## config.mk

```make
export PLATFORM = sky130hd
export DESIGN_NAME = rx_irq_ident
export DESIGN_NICKNAME = d
export VERILOG_FILES = /design/src/rtl/rx_irq_pkg.sv /design/src/rtl/rx_err_latch.sv /design/src/rtl/rx_char_timeout.sv /design/src/rtl/rx_isr_encode.sv /design/src/rtl/rx_irq_ident.sv
export SDC_FILE = /design/constraint.sdc
export NUM_CORES = 1
export LEC_CHECK = 0
export BUFFER_PORTS_ARGS = -buffer_cell sky130_fd_sc_hd__buf_2
export CORE_AREA = 2 2 39 41
export CTS_CLUSTER_DIAMETER = 60
export DETAILED_ROUTE_END_ITERATION = 7
export DIE_AREA = 0 0 41 43
export PLACE_DENSITY = 0.74
export SLEW_MARGIN = 25
export SYNTH_ARGS = -nofsm -noshare
export SYNTH_HDL_FRONTEND = slang
export SYNTH_SLANG_ARGS = --single-unit
```

## constraint.sdc

```tcl
create_clock -name clk -period 1.8 [get_ports clk]
set_clock_uncertainty 0.1 [all_clocks]
set_input_delay 0.27 -clock clk [delete_from_list [all_inputs] [get_ports clk]]
set_output_delay 0.27 -clock clk [all_outputs]
set_load 0.03 [all_outputs]
```

## src/rtl/rx_irq_pkg.sv

```systemverilog
package rx_irq_pkg;

  localparam logic [2:0] CODE_NONE = 3'b000;
  localparam logic [2:0] CODE_LS   = 3'b011;
  localparam logic [2:0] CODE_RDA  = 3'b010;
  localparam logic [2:0] CODE_TMO  = 3'b110;

  // Data-available condition for a given mode, occupancy and threshold.
  function automatic logic data_ready(input logic fen, input logic [7:0] cnt,
                                      input logic [7:0] trig);
    if (fen) return (cnt != 8'd0) && (cnt >= trig);
    else     return (cnt != 8'd0);
  endfunction

  // Assemble the status byte from mode, cause code and pending flag.
  function automatic logic [7:0] pack_status(input logic fen, input logic [2:0] code,
                                             input logic pend);
    return {fen, fen, 2'b00, code, ~pend};
  endfunction

endpackage

```

## src/rtl/rx_err_latch.sv

```systemverilog
module rx_err_latch (
  input  logic clk,
  input  logic rst_n,
  input  logic err_ovr,
  input  logic err_par,
  input  logic err_frm,
  input  logic err_brk,
  input  logic lsr_rd,
  output logic err_held
);

  logic any_err;
  assign any_err = err_ovr | err_par | err_frm | err_brk;

  always_ff @(posedge clk or negedge rst_n) begin
    if (!rst_n)       err_held <= 1'b0;
    else if (any_err) err_held <= 1'b1;
    else if (lsr_rd)  err_held <= 1'b0;
  end


  err_hold_chk: assert property (@(posedge clk) disable iff (!rst_n)
    (err_held && !lsr_rd) |=> err_held);


  err_set_chk: assert property (@(posedge clk) disable iff (!rst_n)
    any_err |=> err_held);

endmodule

```

## src/rtl/rx_char_timeout.sv

```systemverilog
module rx_char_timeout #(
  parameter int TMO_CHARS = 4,
  parameter int TMO_W     = $clog2(TMO_CHARS + 1)
) (
  input  logic clk,
  input  logic rst_n,
  input  logic fifo_en,
  input  logic fifo_clr,
  input  logic fifo_nonempty,
  input  logic rbr_rd,
  input  logic rx_push,
  input  logic char_tick,
  output logic tmo_flag
);

  localparam logic [TMO_W-1:0] LIMIT = TMO_W'(TMO_CHARS);

  logic [TMO_W-1:0] idle_cnt;
  logic [TMO_W-1:0] idle_nxt;
  logic             restart;

  assign restart  = !fifo_en || fifo_clr || !fifo_nonempty || rbr_rd || rx_push;
  assign idle_nxt = idle_cnt + 1'b1;

  always_ff @(posedge clk or negedge rst_n) begin
    if (!rst_n) begin
      idle_cnt <= '0;
      tmo_flag <= 1'b0;
    end else if (restart) begin
      idle_cnt <= '0;
      tmo_flag <= 1'b0;
    end else if (char_tick && !tmo_flag) begin
      idle_cnt <= idle_nxt;
      if (idle_nxt == LIMIT) tmo_flag <= 1'b1;
    end
  end


  tmo_bound_chk: assert property (@(posedge clk) disable iff (!rst_n)
    idle_cnt <= LIMIT);


  tmo_restart_chk: assert property (@(posedge clk) disable iff (!rst_n)
    (rbr_rd || rx_push) |=> (idle_cnt == '0 && !tmo_flag));


  tmo_mode_chk: assert property (@(posedge clk) disable iff (!rst_n)
    !fifo_en |=> !tmo_flag);

endmodule

```

## src/rtl/rx_isr_encode.sv

```systemverilog
module rx_isr_encode
  import rx_irq_pkg::*;
(
  input  logic       fifo_en,
  input  logic       ls_pend,
  input  logic       rda_pend,
  input  logic       tmo_pend,
  output logic [7:0] isr,
  output logic       irq
);

  logic [2:0] code;
  logic       any_pend;

  always_comb begin
    if (ls_pend)       code = CODE_LS;
    else if (rda_pend) code = CODE_RDA;
    else if (tmo_pend) code = CODE_TMO;
    else               code = CODE_NONE;
  end

  assign any_pend = ls_pend | rda_pend | tmo_pend;
  assign isr      = pack_status(fifo_en, code, any_pend);
  assign irq      = ~isr[0];

endmodule

```

## src/rtl/rx_irq_ident.sv

```systemverilog
module rx_irq_ident
  import rx_irq_pkg::*;
#(
  parameter int CNT_W     = 5,
  parameter int TMO_CHARS = 4
) (
  input  logic             clk,
  input  logic             rst_n,
  input  logic             fifo_en,
  input  logic             fifo_clr,
  input  logic [CNT_W-1:0] rx_trig,
  input  logic [CNT_W-1:0] rx_count,
  input  logic             rx_push,
  input  logic             rbr_rd,
  input  logic             lsr_rd,
  input  logic             err_ovr,
  input  logic             err_par,
  input  logic             err_frm,
  input  logic             err_brk,
  input  logic             char_tick,
  input  logic             ls_ien,
  input  logic             rda_ien,
  output logic [7:0]       isr,
  output logic             irq
);

  localparam int TMO_W = $clog2(TMO_CHARS + 1);

  logic err_held;
  logic tmo_flag;
  logic data_cond;
  logic ls_pend;
  logic rda_pend;
  logic tmo_pend;

  rx_err_latch u_err (
    .clk(clk), .rst_n(rst_n),
    .err_ovr(err_ovr), .err_par(err_par), .err_frm(err_frm), .err_brk(err_brk),
    .lsr_rd(lsr_rd), .err_held(err_held)
  );

  rx_char_timeout #(.TMO_CHARS(TMO_CHARS), .TMO_W(TMO_W)) u_tmo (
    .clk(clk), .rst_n(rst_n), .fifo_en(fifo_en), .fifo_clr(fifo_clr),
    .fifo_nonempty(rx_count != '0), .rbr_rd(rbr_rd), .rx_push(rx_push),
    .char_tick(char_tick), .tmo_flag(tmo_flag)
  );

  assign data_cond = data_ready(fifo_en, 8'(rx_count), 8'(rx_trig));
  assign ls_pend   = err_held & ls_ien;
  assign rda_pend  = data_cond & rda_ien & ~fifo_clr;
  assign tmo_pend  = tmo_flag & rda_ien & fifo_en & ~fifo_clr;

  rx_isr_encode u_enc (
    .fifo_en(fifo_en), .ls_pend(ls_pend), .rda_pend(rda_pend), .tmo_pend(tmo_pend),
    .isr(isr), .irq(irq)
  );


  upper_bits_chk: assert property (@(posedge clk) disable iff (!rst_n)
    (isr[7] == fifo_en) && (isr[6] == fifo_en) && (isr[5:4] == 2'b00));


  bit3_mode_chk: assert property (@(posedge clk) disable iff (!rst_n)
    !fifo_en |-> !isr[3]);


  ls_prio_chk: assert property (@(posedge clk) disable iff (!rst_n)
    ls_pend |-> (isr[3:1] == CODE_LS));


  idle_chk: assert property (@(posedge clk) disable iff (!rst_n)
    (!err_held && !data_cond && !tmo_flag) |-> (isr[0] && !irq));

endmodule

```

==> impl_metrics.env <==
export IMPL_dp_cells=101
export IMPL_fmax_ghz=0.5276
export IMPL_ys_seq_area_share_pct=25.25
export IMPL_required_ps=1430
export IMPL_synth_edf_count=0
export IMPL_synthCells=58
export IMPL_cpPeakStageDelay_ps=540
export IMPL_initial_core_util_pct=35.80
export IMPL_yosysWarnings=0
export IMPL_track_usage_pct=14.37
export IMPL_rsz0062_at_grt="yes"
export IMPL_status="finished with violations"
export IMPL_drtPass1Iterations=4
export IMPL_finalMaxSlewViolations=0
export IMPL_first_iter_violations=7
export IMPL_design_area_um2=743.2
export IMPL_ir_drop_uv=331.8
export IMPL_cts_setup_buffers=0
export IMPL_synth_top_cells_by_area="dfrtp_1, ha_1, buf_4, inv_1, a21bo_2"
export IMPL_hp_class="in -> reg"
export IMPL_avgSynthCellArea_um2=8.543
export IMPL_seq_power_share_pct=30.3
export IMPL_switching_power_mw=0.1142
export IMPL_via_per_inst=4.764
export IMPL_worstPathMaxFanout=4
export IMPL_dieArea_mm2=0.001763
export IMPL_crit_type="in -> out"
export IMPL_clock_path_buffers=2
export IMPL_setup_ws_ps=-95.34
export IMPL_area_growth_pct=50.00
export IMPL_grt_overflow_total=0
export IMPL_io_buffers=30
export IMPL_n_antenna_cell=0
export IMPL_grt_max_degree=6
export IMPL_clkLatencyLatePin_ps=240
export IMPL_grt_pass1_vias=463
export IMPL_internal_power_mw=0.2626
export IMPL_cts_sinks=5
export IMPL_cts_tree="done"
export IMPL_hpwl_um=867.5
export IMPL_core_area_mm2=0.001384
export IMPL_setup_viol=3
export IMPL_switching_share_pct=30.30
export IMPL_nets=122
export IMPL_power_frac_clock_pct=33.0
export IMPL_synth_ff_type="dfrtp_1"
export IMPL_antenna_found_initial=0
export IMPL_finalPower_mw=0.3768
export IMPL_timing_final_crit_share_pct=105.3
export IMPL_fin_hold_ws_ps=113.0
export IMPL_fin_cells=106
export IMPL_cp_start_kind="primary input"
export IMPL_path_cells="buf_6 -> or4_4 -> o21ai_2 -> inv_2 -> a211oi_2 -> buf_4"
export IMPL_finalHoldViolations=0
export IMPL_synth_common_cells="inv_1, ha_1, buf_4, dfrtp_1, nor2_1"
export IMPL_htreeDepth=1
export IMPL_clockRootBuffer="clkbuf_4"
export IMPL_drc_errors=0
export IMPL_crit_path_top_delay_cell="or4_4"
export IMPL_drive_above_1_share_pct=51.11
export IMPL_row_count=14
export IMPL_cp_arrival_ps=1530
export IMPL_leakage_nw=0.4158
export IMPL_place_congestion=0.7151
export IMPL_yosysTopAreaCellShare_pct=25.25
export IMPL_place_area_um2=639.4
export IMPL_period_minus_slack_ps=1895
export IMPL_violations="setup timing"
export IMPL_end_kind="output port"
export IMPL_power_density_mw_per_mm2=507.0
export IMPL_ys_types=26
export IMPL_wire_per_inst_um=10.30
export IMPL_async_reset_ff_share_pct=100.0
export IMPL_dpl_worst_slack_ps=-209.0
export IMPL_cts_buffers=3
export IMPL_clk_pin_slew_ps=40
export IMPL_drv_cap=0
export IMPL_utilization_pct=53.71
export IMPL_vias=505
export IMPL_yosysMostFrequentCell="inv_1"
export IMPL_tns_ps=-151.0
export IMPL_io_pins=33
export IMPL_p_comb_share_pct=36.7
export IMPL_ys_seq_elements=5
export IMPL_die_height_um=43
export IMPL_syn_cell_area_um2=495.5
export IMPL_grt_pass1_wl_um=1690
export IMPL_die_w_um=41
export IMPL_antenna_left=0
export IMPL_synth_top_area_cell="dfrtp_1"
export IMPL_routed_wl_um=1092
[sequential cells by signal (all words and copies together) (netlist names)]
register	count
u_err.err_held	1
u_tmo.idle_cnt	3
u_tmo.tmo_flag	1
[worst max-delay path, delay by kind of cell]
family                 cells  cell delay, ps
AND/OR/NAND/NOR            1             540
AO/OA/AOI/OAI              2             370
buffers and inverters      3             350
[cell usage in the layout (no fill, tap or decap), types with 2 or more instances in the layout]
master / n
a211oi_2: 2
buf_4: 3
ha_1: 6
o21ai_2: 2
nand2_1: 3
dfrtp_1: 5
a21bo_2: 2
inv_2: 2
nor2b_1: 2
nor2_1: 4
buf_6: 3
clkbuf_4: 3
conb_1: 2
xor2_1: 2
nor4_1: 2
buf_2: 25
inv_1: 7
[final timing paths]
kind / startpoint / to / slack (ps) / cells past startpoint
max in group asynchronous: rst_n / u_tmo.idle_cnt[0] / 1200 / 2
min in group asynchronous: rst_n / u_tmo.idle_cnt[2] / 270 / 2
min reg2reg: u_err.err_held / u_err.err_held / 420 / 2
max reg2reg: u_tmo.idle_cnt[0] / u_tmo.tmo_flag / 550 / 4
max: rx_count[1] / isr[3] / -100 / 6
min: lsr_rd / u_err.err_held / 110 / 2
[power groups by stage]
stage / Combinational [mW] / Clock (mW) / Sequential [mW]
6_report: 0.138 / 0.124 / 0.114
5_1_grt: 0.152 / 0.140 / 0.114
4_1_cts: 0.122 / 0.130 / 0.114
3_5_place_dp: 0.108 / 0 / 0.116
3_3_place_gp: 0.105 / 0 / 0.116
2_1_floorplan: 0.0712 / 0 / 0.116
[final cells by class]
class / instances / area (um2)
tap: 16 / 20.02
fill: 131 / 640.6
multi-input combinational: 40 / 346.6
sequential: 5 / 125.1
inverter: 9 / 33.78
timing repair buffer: 32 / 191.4
clock buffer: 4 / 26.28
[kinds of logic (layout without fill, tap and decap cells)]
| logic type | after synthesis | after routing | share of synthesized area, % |
|---|---|---|---|
| AND/OR/NAND/NOR | 15 | 15 | 16.16 |
| buffers and inverters | 14 | 45 | 14.39 |
| AO/OA/AOI/OAI | 12 | 12 | 18.43 |
| adder cells (fa/ha/maj) | 7 | 7 | 17.68 |
| flip-flops | 5 | 5 | 25.25 |
| XOR/XNOR | 3 | 3 | 5.304 |
| other | 1 | 2 | 0.7568 |
| multiplexers | 1 | 1 | 2.020 |
[what timing repair did]
action / in CTS / in global routing
gates resized for setup: 11 / 4
hold endpoints to repair: 5 / 0
gates cloned: 0 / 0
pin swaps: 7 / 6
endpoints found under the setup margin: 4 / 4
hold buffers: 1 / 0
[per-layer routing]
layer	vias up	track usage [%]	wire [um]
met5	-	0	0
met4	0	10.00	17
met3	2	1.571	66
met2	22	24.38	603
met1	228	15.18	406
li1	253	-	-
Note: power is estimated with default switching activity, not from simulation.
